`src/rtl/crt_raster_timer.sv`:
```
module crt_raster_timer #(
  parameter int HW = 8,
  parameter int VW = 10
) (
  input  logic          clk,
  input  logic          rst_n,
  input  logic          dot_en,
  input  logic [HW-1:0] h_disp_end,
  input  logic [HW-1:0] h_blank_beg,
  input  logic [HW-1:0] h_sync_beg,
  input  logic [HW-1:0] h_sync_end,
  input  logic [HW-1:0] h_blank_fin,
  input  logic [HW-1:0] h_total,
  input  logic [VW-1:0] v_disp_end,
  input  logic [VW-1:0] v_blank_beg,
  input  logic [VW-1:0] v_sync_beg,
  input  logic [VW-1:0] v_sync_end,
  input  logic [VW-1:0] v_blank_fin,
  input  logic [VW-1:0] v_total,
  output logic          active,
  output logic          blank,
  output logic          hsync,
  output logic          vsync,
  output logic          overscan,
  output logic [HW-1:0] char_cnt,
  output logic [VW-1:0] line_cnt,
  output logic [2:0]    dot_idx,
  output logic          frame_start
);
  logic [2:0]    dot_q;
  logic [HW-1:0] chr_q;
  logic [VW-1:0] ln_q;
  logic          fs_q;
  logic [HW-1:0] hde_q, hbs_q, hss_q, hse_q, hbf_q, ht_q;
  logic [VW-1:0] vde_q, vbs_q, vss_q, vse_q, vbf_q, vt_q;

  wire last_dot  = dot_en && (dot_q == 3'd7);
  wire line_end  = last_dot && (chr_q == ht_q - HW'(1));
  wire frame_end = line_end && (ln_q == vt_q - VW'(1));

  always_ff @(posedge clk) begin
    if (!rst_n) begin
      dot_q <= '0;
      chr_q <= '0;
      ln_q  <= '0;
      fs_q  <= 1'b0;
    end else begin
      fs_q <= frame_end;
      if (dot_en)   dot_q <= dot_q + 3'd1;
      if (last_dot) chr_q <= line_end ? '0 : chr_q + HW'(1);
      if (line_end) ln_q  <= frame_end ? '0 : ln_q + VW'(1);
    end
  end

  always_ff @(posedge clk) begin
    if (!rst_n || frame_end) begin
      hde_q <= h_disp_end;  hbs_q <= h_blank_beg; hss_q <= h_sync_beg;
      hse_q <= h_sync_end;  hbf_q <= h_blank_fin; ht_q  <= h_total;
      vde_q <= v_disp_end;  vbs_q <= v_blank_beg; vss_q <= v_sync_beg;
      vse_q <= v_sync_end;  vbf_q <= v_blank_fin; vt_q  <= v_total;
    end
  end

  wire h_pic = chr_q < hde_q;
  wire v_pic = ln_q < vde_q;
  wire h_blk = (chr_q >= hbs_q) && (chr_q < hbf_q);
  wire v_blk = (ln_q >= vbs_q) && (ln_q < vbf_q);

  assign hsync       = (chr_q >= hss_q) && (chr_q < hse_q);
  assign vsync       = (ln_q >= vss_q) && (ln_q < vse_q);
  assign active      = h_pic && v_pic;
  assign blank       = h_blk || v_blk;
  assign overscan    = !active && !blank;
  assign char_cnt    = chr_q;
  assign line_cnt    = ln_q;
  assign dot_idx     = dot_q;
  assign frame_start = fs_q;


  dot_hold_chk: assert property (@(posedge clk) disable iff (!rst_n)
    !dot_en |=> $stable(dot_idx) && $stable(char_cnt) && $stable(line_cnt));


  line_wrap_chk: assert property (@(posedge clk) disable iff (!rst_n)
    (dot_en && dot_idx == 3'd7 && char_cnt == ht_q - HW'(1)) |=> char_cnt == '0);


  fs_origin_chk: assert property (@(posedge clk) disable iff (!rst_n)
    frame_start |-> (char_cnt == '0 && line_cnt == '0 && dot_idx == 3'd0));


  fs_single_chk: assert property (@(posedge clk) disable iff (!rst_n)
    frame_start |=> !frame_start);


  param_hold_chk: assert property (@(posedge clk) disable iff (!rst_n)
    ($past(rst_n) && !frame_start) |-> ($stable(ht_q) && $stable(vt_q) && $stable(hde_q) && $stable(vde_q)));


  active_unblanked_chk: assert property (@(posedge clk) disable iff (!rst_n)
    (active && hbs_q >= hde_q && vbs_q >= vde_q) |-> !blank);
endmodule

```
`config.mk`:
```
export PLATFORM = sky130hd
export DESIGN_NAME = crt_raster_timer
export DESIGN_NICKNAME = d
export VERILOG_FILES = /design/src/rtl/crt_raster_timer.sv
export SDC_FILE = /design/constraint.sdc
export NUM_CORES = 1
export LEC_CHECK = 0
export ABC_AREA = 1
export BUFFER_PORTS_ARGS = -buffer_cell sky130_fd_sc_hd__buf_2
export CAP_MARGIN = 20
export CORE_MARGIN = 4
export CORE_UTILIZATION = 39
export CTS_BUF_LIST = sky130_fd_sc_hd__clkbuf_4
export CTS_CLUSTER_DIAMETER = 50
export DETAILED_ROUTE_END_ITERATION = 16
export PLACE_DENSITY_LB_ADDON = 0.25
export SLEW_MARGIN = 0
export SYNTH_ARGS = -nofsm -noshare
export SYNTH_HDL_FRONTEND = slang
export SYNTH_SLANG_ARGS = --single-unit
```
`constraint.sdc`:
```
create_clock -name clk -period 3 [get_ports clk]
set_input_delay 0.15 -clock clk [delete_from_list [all_inputs] [get_ports clk]]
set_output_delay 0.15 -clock clk [all_outputs]
set_load 0.03 [all_outputs]
```
Yosys cells after proc, flatten, opt, wreduce, memory -nomap -nowiden. Cells that the tools add are included. Widths: inputs -> output; s select.

Flip-flop bits (word level): 130. Word-level logic and storage cells: 50. ROM bits: 0. RAM bits: 0. Memories: 0. Output and inout port bits: 27. Bits in latches: 0. Input port bits: 111.

Equality and inequality tests: 3. Bitwise operators: 0. Divide/modulo/power cells: 0. Add/subtract/negate cells: 5. Multiplexer cells: 2. Magnitude comparators: 10. Shifts and indexed selects: 0. Multiply operators: 0. Reduce and logical (&&, ||, !) cells: 14.

Operator list (number): $lt 10x10->1 (3); $lt 8x8->1 (3); $ge 10x10->1 (2); $ge 8x8->1 (2); $add 10x1->10 const B (1); $eq 10x10->1 (1); $mux 10 (1); $sub 10x1->10 const B (1); $logic_and 1x1->1 (9); $add 8x1->8 const B (1); $eq 8x8->1 (1); $mux 8 (1); $sub 8x1->8 const B (1); $add 3x1->3 const B (1); $eq 3x3->1 const B (1); $logic_not 1->1 (3); $logic_or 1x1->1 (2).

Longest topological paths before layout. Gate-level depths: netlist of the first run.

Depth after elaboration: 5. Depth in mapped cells: 16. Gate-level depth less buffers: 15.

Worst setup path before layout of the first run. No wires, ideal clock.

Path kind: register to register. From: register dot_q[0] (netlist: dot_idx[0]). To: register hbf_q[0] (enable). Data required time: 2577 ps. Setup slack: -410 ps. Library setup time: 423 ps. Arrival: 2987 ps. Cell stages (with the launch flop): 11. Path buffers: 0. Period minus slack after synthesis: 3410 ps. Cells stage by stage: dfxtp_1 > ha_1 > ha_1 > nand2_1 > clkinv_1 > nand3_1 > nor3_2 > nand3_2 > nor2_8 > nand2_1 > nand2_2.

Word-level cells in the longest chain between the ends: 5.

Ends and longest elaborated chain: start, declared (RTL line 30) `logic [2:0] dot_q;`; start signal, assigned (RTL line 49) `if (dot_en) dot_q <= dot_q + 3'd1;`; $eq 3x3->1 (RTL line 37) `wire last_dot = dot_en && (dot_q == 3'd7);`; $logic_and 1x1->1 (RTL line 37); $logic_and 1x1->1 (RTL line 38) `wire line_end = last_dot && (chr_q == ht_q - HW'(1));`; $logic_and 1x1->1 (RTL line 39) `wire frame_end = line_end && (ln_q == vt_q - VW'(1));`; $logic_or 1x1->1 (RTL line 56) `if (!rst_n || frame_end) begin`; end signal, assigned (RTL line 58) `hse_q <= h_sync_end; hbf_q <= h_blank_fin; ht_q <= h_total;`; end, declared (RTL line 34) `logic [HW-1:0] hde_q, hbs_q, hss_q, hse_q, hbf_q, ht_q;`.

No other way between the ends. A chain may end at the register's enable or synchronous reset.

Worst setup path after layout of the first run.
From: register ln_q[7] (netlist: line_cnt[7]). To: output port overscan.

Word-level cells in the longest chain between the ends: 5. Elaborated cells on any way between the ends: 9. Those cells by class: order compare: 3; reduce/logical: 6.

Ends and longest elaborated chain: start, declared (RTL line 32) `logic [VW-1:0] ln_q;`; start signal, assigned (RTL line 51) `if (line_end) ln_q <= frame_end ? '0 : ln_q + VW'(1);`; $ge 10x10->1 or $lt 10x10->1 (tied branches) (RTL line 67) `wire v_blk = (ln_q >= vbs_q) && (ln_q < vbf_q);`; $logic_and 1x1->1 (RTL line 67); $logic_or 1x1->1 (RTL line 72) `assign blank = h_blk || v_blk;`; $logic_not 1->1 (RTL line 73) `assign overscan = !active && !blank;`; $logic_and 1x1->1 * (RTL line 73); end, declared (RTL line 24) `output logic overscan,`.

Mark *: on every way between the ends. The rest lies on a longest branch, timed or not.

==> flow_metrics.env, run 1 <==
export IMPL_avgViaCountPerCell=4.65
export IMPL_timing_rr_end="hbs_q[7]"
export IMPL_io_buffers=137
export IMPL_grt_pass1_vias=5869
export IMPL_finalCritPeriodShare_pct=93.2
export IMPL_post_cts_resized=0
export IMPL_syn_nets=963
export IMPL_worstSetupPathType="reg -> out"
export IMPL_die_area_um2=21000
export IMPL_drv_cap=0
export IMPL_hold_depth=2
export IMPL_tightest_slew_ns=0.589
export IMPL_reg2reg_from="ht_q[0]"
export IMPL_initial_core_util_pct=40.1
export IMPL_clkTransAtPathRegs_ns=0.13
export IMPL_p_leak_nw=4.73
export IMPL_crit_path_end_kind="primary output"
export IMPL_drt_wirelength_per_cell_um=14.0
export IMPL_p_sw_uw=995
export IMPL_hp_start="v_blank_beg[9]"
export IMPL_rsz0062_at_grt="no"
export IMPL_ant_nets=0
export IMPL_finalNetCount=1242
export IMPL_cts_root_buf="clkbuf_4"
export IMPL_reg2reg_depth=11
export IMPL_grt_antenna_before_repair=1
export IMPL_seq_area_frac_synth_pct=50.5
export IMPL_grtUsageTotal_pct=17.5
export IMPL_row_count=49
export IMPL_r2r_setup_slack_ns=0.46
export IMPL_startpoint_type="flip-flop"
export IMPL_syn_area_um2=7300
export IMPL_dp_hpwl_um=12900
export IMPL_routed_wirelength_um=18000
export IMPL_die_y_um=145
export IMPL_area_delta_synth_final_pct=34.0
export IMPL_whs_endpoint="vbs_q[9]"
export IMPL_clock_skew_ns=0.0247
export IMPL_clk_latency_ns=0.55
export IMPL_place_congestion=0.902
export IMPL_drt_initial_drc_count=203
export IMPL_remaining_drc_errors=0
export IMPL_status="finished, final reports clean"
export IMPL_ys_types=39
export IMPL_timing_fmax_mhz=358
export IMPL_clock_sinks=130
export IMPL_intPower_mw=2.76
export IMPL_power_density_nw_per_um2=384
export IMPL_cts_htree_levels=4
export IMPL_die_w_um=145
export IMPL_grt_pass1_wl_um=28200
export IMPL_setup_ws_ns=0.205
export IMPL_finalMaxSlewViolations=0
export IMPL_critPathRequiredTime_ns=2.85
export IMPL_setup_violations=0
export IMPL_syn_inst=762
export IMPL_power_frac_seq_pct=56.9
export IMPL_cts_buffer_depth=2
export IMPL_cts_tree="yes"
export IMPL_syn_area_per_cell_um2=9.58
export IMPL_ys_warn_count=0
export IMPL_fin_crit_ns=2.80
export IMPL_cp_max_fo=11
export IMPL_grt_overflow_total=0
export IMPL_vias=5980
export IMPL_peakVddDrop_mv=0.302
export IMPL_clkPwrFrac_pct=29.4
export IMPL_grt_max_degree=39
export IMPL_finalHoldViolations=0
export IMPL_pre_cts_slack_ns=0.459
export IMPL_drtPass1Iterations=5
export IMPL_drive_above_1_share_pct=19.4
export IMPL_postCtsSetupRepairBufs=0
export IMPL_sw_frac_of_total_pct=26.5
export IMPL_combPwrFrac_pct=13.7
export IMPL_cts_inserted_buffers=17
export IMPL_ys_seq_elements=130
export IMPL_arrival_ns=2.65
export IMPL_tns_ns=0
export IMPL_ioPinCount=138
export IMPL_hp_class="in -> reg"
export IMPL_core_area_um2=18200
export IMPL_slew_headroom_pct=60.7
==> placed cells by master, fill, tap and decap left out, types with 12 or more instances in the layout <==
cell type      count
o21ai_0           18
nand3_1           35
xor2_1            14
ha_1              90
buf_2            137
edfxtp_1         108
dfxtp_1           22
nor2_1            69
clkbuf_4          17
a21oi_1           46
nand2_1          151
inv_1            129
nand4_1           12
dlygate4sd3_1    110
buf_4             14
==> per-stage QoR <==
stage	util (%)	instances	power [mW]	hold WS, ns	instance area (µm²)
after floorplan	-	762	2.42	0.249	7300
after detailed placement	46.2	1141	2.58	0.328	8410
after CTS	53.7	1283	3.79	0.243	9770
final	53.7	1286	3.76	0.299	9780
after global placement	46.2	1141	2.57	0.326	8410
after global routing	53.7	1285	3.97	0.245	9770
==> synthesized netlist by cell type, drive strengths merged <==
master,instances,area share (%)
a211oi,2,0.21
a21boi,2,0.21
a21o,1,0.10
a21oi,46,3.2
a221oi,1,0.12
a31oi,1,0.086
buf,3,0.34
clkbuf,1,0.069
clkinv,3,0.15
dfxtp,22,6.0
edfxtp,108,44
ha,90,15
inv,135,6.9
nand2,156,8.2
nand3,38,2.9
nand3b,1,0.10
nand4,12,1.0
nor2,72,4.0
nor3,8,0.62
nor3b,2,0.21
nor4,6,0.51
o2111ai,3,0.36
o211ai,4,0.41
o21a,2,0.21
o21ai,20,1.4
o221ai,1,0.12
or2,1,0.086
xnor2,7,0.84
xor2,14,1.7
==> layer usage <==
metal / vias to the layer above / routed length [µm] / part of all wire (%) / track usage, %
li1: 3120 / - / - / -
met1: 2704 / 7870 / 44 / 21.7
met2: 139 / 8970 / 50 / 30.2
met3: 17 / 938 / 5.2 / 4.07
met4: 0 / 239 / 1.3 / 5.40
met5: - / 0 / 0 / 0
==> power groups by stage <==
stage               logic (mW)  clock network, mW  registers [mW]
CTS                      0.515               1.14            2.14
finish                   0.515               1.11            2.14
global placement         0.395                  0            2.18
floorplan                0.245                  0            2.17
detailed placement       0.403                  0            2.18
global route             0.588               1.23            2.15
==> worst max-delay path by stage <==
stage	start	end	slack, ns	depth (start not counted)
floorplan	dot_idx[0]	hbf_q[0]	0.16	10
global placement	ht_q[0]	hss_q[1]	0.50	11
detailed placement	ht_q[0]	hss_q[2]	0.46	11
CTS	line_cnt[7]	overscan	0.09	9
global route	line_cnt[7]	overscan	0.03	9
finish	line_cnt[7]	overscan	0.20	9
==> worst max-delay path, cell delays in order (launching register included) <==
cell and delay (ns):
dfxtp_1 0.70, ha_1 0.34, a21oi_1 0.17, nor2_1 0.05
a211oi_1 0.18, nand4_1 0.15, nand2_1 0.14, nand2_1 0.09
nor2_1 0.09, buf_2 0.20
==> layout make-up <==
cell class | instances | area, µm²
Fill cell | 1607 | 8430
Sequential cell | 130 | 3680
Multi-Input combinational cell | 490 | 3070
Timing Repair Buffer | 264 | 1950
Inverter | 138 | 518
Tap cell | 229 | 287
Clock inverter | 15 | 131
Clock buffer | 17 | 128
Antenna cell | 3 | 7.51
==> flip-flops by register name, indices dropped and copies added (netlist names) <==
register,count
vss_q,10
vt_q,10
ht_q,8
vbs_q,10
frame_start,1
line_cnt,10
hbf_q,8
hse_q,8
hbs_q,8
vbf_q,10
hss_q,8
hde_q,8
char_cnt,8
dot_idx,3
vde_q,10
vse_q,10
==> timing repair <==
action	in CTS	in global routing
hold buffers	110	0
setup endpoints to repair	0	0
endpoints found under the hold margin	114	0
==> cell families after synthesis <==
family,Yosys count,share of synthesized area (%)
AO/OA/AOI/OAI,83,6.40
flip-flops,130,50.5
AND/OR/NAND/NOR,296,17.7
buffers and inverters,142,7.51
adder cells (fa/ha/maj),90,15.4
XOR/XNOR,21,2.52
(Power assumes the default switching activity.)
==> run 2: changes to the inputs <==
--- a/config.mk
+++ b/config.mk
@@ -5,7 +5,6 @@
 export SDC_FILE = /design/constraint.sdc
 export NUM_CORES = 1
 export LEC_CHECK = 0
-export ABC_AREA = 1
 export BUFFER_PORTS_ARGS = -buffer_cell sky130_fd_sc_hd__buf_2
 export CAP_MARGIN = 20
 export CORE_MARGIN = 4
==> run 2 against run 1 <==
Sequential power is essentially flat. Critical path depth shrank 1. Via count shrank 9.7%. Sequential share of layout area grew 1.7 points. Worst setup slack lost 0.011 ns. Wire length shrank 7.1%. Largest cell class unchanged.
==> flow_metrics.env, run 2 <==
export IMPL_power_density_nw_per_um2=416
export IMPL_cp_max_fo=6
export IMPL_clk_latency_ns=0.54
export IMPL_worstSetupPathType="reg -> out"
export IMPL_grt_max_degree=65
export IMPL_synth_area_top_cells="edfxtp_1 (47%), ha_1 (16%), dfxtp_1 (6.4%)"
export IMPL_n_fill_cell=1457
export IMPL_yosysMostFrequentCell="edfxtp_1"
export IMPL_synthArstFlopShare_pct=0
export IMPL_routed_wirelength_um=16700
export IMPL_status="finished, final reports clean"
export IMPL_seq_area_frac_synth_pct=53.8
export IMPL_whs_endpoint="char_cnt[6]"
export IMPL_place_congestion=0.882
export IMPL_setup_violations=0
export IMPL_final_common_cell="buf_2"
export IMPL_grtUsageTotal_pct=17.3
export IMPL_layout_common_cells="buf_2 (136), dlygate4sd3_1 (109), edfxtp_1 (108), inv_1 (95), ha_1 (89)"
export IMPL_cts_root_buf="clkbuf_4"
export IMPL_grt_overflow_total=0
export IMPL_crit_path_top_delay_cell="dfxtp_1"
export IMPL_ys_warn_count=0
export IMPL_vias=5400
export IMPL_timing_rr_end="vde_q[7]"
export IMPL_timing_fmax_mhz=356
export IMPL_multi_input_area_um2=2860
export IMPL_die_w_um=140
export IMPL_cts_buffer_depth=2
export IMPL_r2r_setup_slack_ns=0.20
export IMPL_seq_area_um2=3700
export IMPL_ys_flop_type="edfxtp_1"
export IMPL_arrival_ns=2.66
export IMPL_dp_hpwl_um=11800
export IMPL_whs_ns=0.0578
export IMPL_p_leak_nw=4.43
export IMPL_synth_top_area_share_pct=47.4
export IMPL_rsz0062_at_grt="no"
export IMPL_ioPinCount=138
export IMPL_slew_headroom_pct=52.0
export IMPL_die_area_um2=19700
export IMPL_grt_pass1_vias=5638
export IMPL_cts_tree="yes"
export IMPL_hp_class="in -> reg"
export IMPL_grt_pass1_wl_um=27000
export IMPL_core_area_um2=17200
export IMPL_drv_cap=0
export IMPL_area_delta_synth_final_pct=37.3
export IMPL_io_buffers=137
export IMPL_drt_wirelength_per_cell_um=15.3
export IMPL_cts_inserted_buffers=17
export IMPL_clkTransAtPathRegs_ns=0.11
export IMPL_syn_inst=581
export IMPL_utilization_pct=54.5
export IMPL_n_antenna_cell=0
export IMPL_hp_start="rst_n"
export IMPL_crit_path_end_kind="primary output"
export IMPL_clock_skew_ns=0.0203
export IMPL_syn_area_um2=6850
export IMPL_grt_antenna_before_repair=0
export IMPL_worst_path_largest_cell_delay_ns=0.50
export IMPL_startpoint_type="flip-flop"
export IMPL_initial_core_util_pct=39.7
export IMPL_finalMaxSlewViolations=0
export IMPL_reg2reg_depth=9
export IMPL_hold_depth=3
export IMPL_drt_initial_drc_count=198
export IMPL_finalNetCount=1057
export IMPL_postCtsSetupRepairBufs=0
export IMPL_avgViaCountPerCell=4.94
export IMPL_reg2reg_from="vt_q[1]"
export IMPL_cts_htree_levels=4
export IMPL_netlist_top_cells_count="edfxtp_1 (108), inv_1 (96), ha_1 (90), nor2_1 (27), a21oi_1 (24)"
export IMPL_synth_edf_count=108
export IMPL_peakVddDrop_mv=0.313
export IMPL_ys_types=56
export IMPL_ys_seq_elements=130
export IMPL_ant_nets=0
export IMPL_syn_nets=782
export IMPL_clock_sinks=130
export IMPL_finalCritPeriodShare_pct=93.5
export IMPL_tightest_slew_ns=0.717
export IMPL_remaining_drc_errors=0
export IMPL_critPathRequiredTime_ns=2.85
export IMPL_fin_crit_ns=2.81
export IMPL_drtPass1Iterations=5
export IMPL_path_cells="buf_4, ha_1, o21a_1, o21ai_0, a21oi_1, o2111a_1, nor4_1, buf_2"
export IMPL_row_count=48
export IMPL_syn_area_per_cell_um2=11.8
export IMPL_synth_top_cell_by_area="edfxtp_1"
export IMPL_die_y_um=140
export IMPL_drive_above_1_share_pct=23.4
export IMPL_finalHoldViolations=0
==> run 2: repair_timing <==
| item | in CTS | in global routing |
|---|---|---|
| pin swaps | 0 | 0 |
| endpoints found under the hold margin | 112 | 0 |
| gates resized for setup | 2 | 13 |
| setup endpoints to repair | 3 | 4 |
| hold buffers | 109 | 0 |
==> run 2: how the worst max path moves through the flow <==
stage	end	startpoint	slack (ns)
floorplan	hbf_q[0]	vt_q[0]	-1.01
global placement	vss_q[8]	vt_q[1]	0.26
detailed placement	vt_q[1]	vt_q[1]	0.18
CTS	overscan	char_cnt[5]	0.007
global route	vsync	line_cnt[4]	0.002
finish	vsync	line_cnt[4]	0.19
==> run 2: final cells by class <==
class,instances,share of cell area [%]
Sequential cell,130,39.4
Multi-Input combinational cell,352,30.4
Clock buffer,19,1.52
Tap cell,225,3.00
Timing Repair Buffer,259,20.1
Inverter,96,3.83
Clock inverter,13,1.77
==> run 2: metrics by stage <==
stage / cell area, µm² / setup slack [ns] / TNS (ns) / total power, mW / instances
4_1_cts: 9370 / 0.00739 / 0 / 3.95 / 1094
6_report: 9400 / 0.194 / 0 / 3.91 / 1094
3_3_place_gp: 7970 / 0.260 / 0 / 2.51 / 953
3_5_place_dp: 7970 / 0.181 / 0 / 2.54 / 953
2_1_floorplan: 6900 / -1.01 / -109.14 / 2.38 / 581
5_1_grt: 9400 / 0.00199 / 0 / 4.09 / 1094
==> run 2: routing by layer <==
layer	part of all wire [%]	track usage, %	wire length (µm)	up-vias
met2	50	30.6	8410	170
met5	0	0	0	-
met3	5.5	4.27	917	25
met1	42	20.5	7080	2538
li1	-	-	-	2667
met4	2.0	5.41	328	0
==> run 2: worst max-delay path, delay by kind of cell (launching register included) <==
kind | cells | cell delay, ns
buffers and inverters | 2 | 0.48
adders and majority gates | 1 | 0.24
DFF | 1 | 0.50
and+or+nand+nor | 1 | 0.28
AOI/OAI and AO/OA | 4 | 0.62
==> run 2: power by group <==
| group | leakage (nW) | internal, mW | total (mW) | switching, mW |
|---|---|---|---|---|
| Sequential | 1.24 | 2.09 | 2.14 | 0.0526 |
| Clock | 0.166 | 0.666 | 1.30 | 0.635 |
| Combinational | 3.02 | 0.257 | 0.471 | 0.214 |
==> run 2: logic make-up after synthesis <==
logic type,Yosys count,synth area share [%]
AND/OR/NAND/NOR,112,8.83
adder cells (fa/ha/maj),90,16.4
buffers and inverters,99,5.45
multiplexers,2,0.292
XOR/XNOR,26,3.33
flip-flops,130,53.8
AO/OA/AOI/OAI,122,11.9
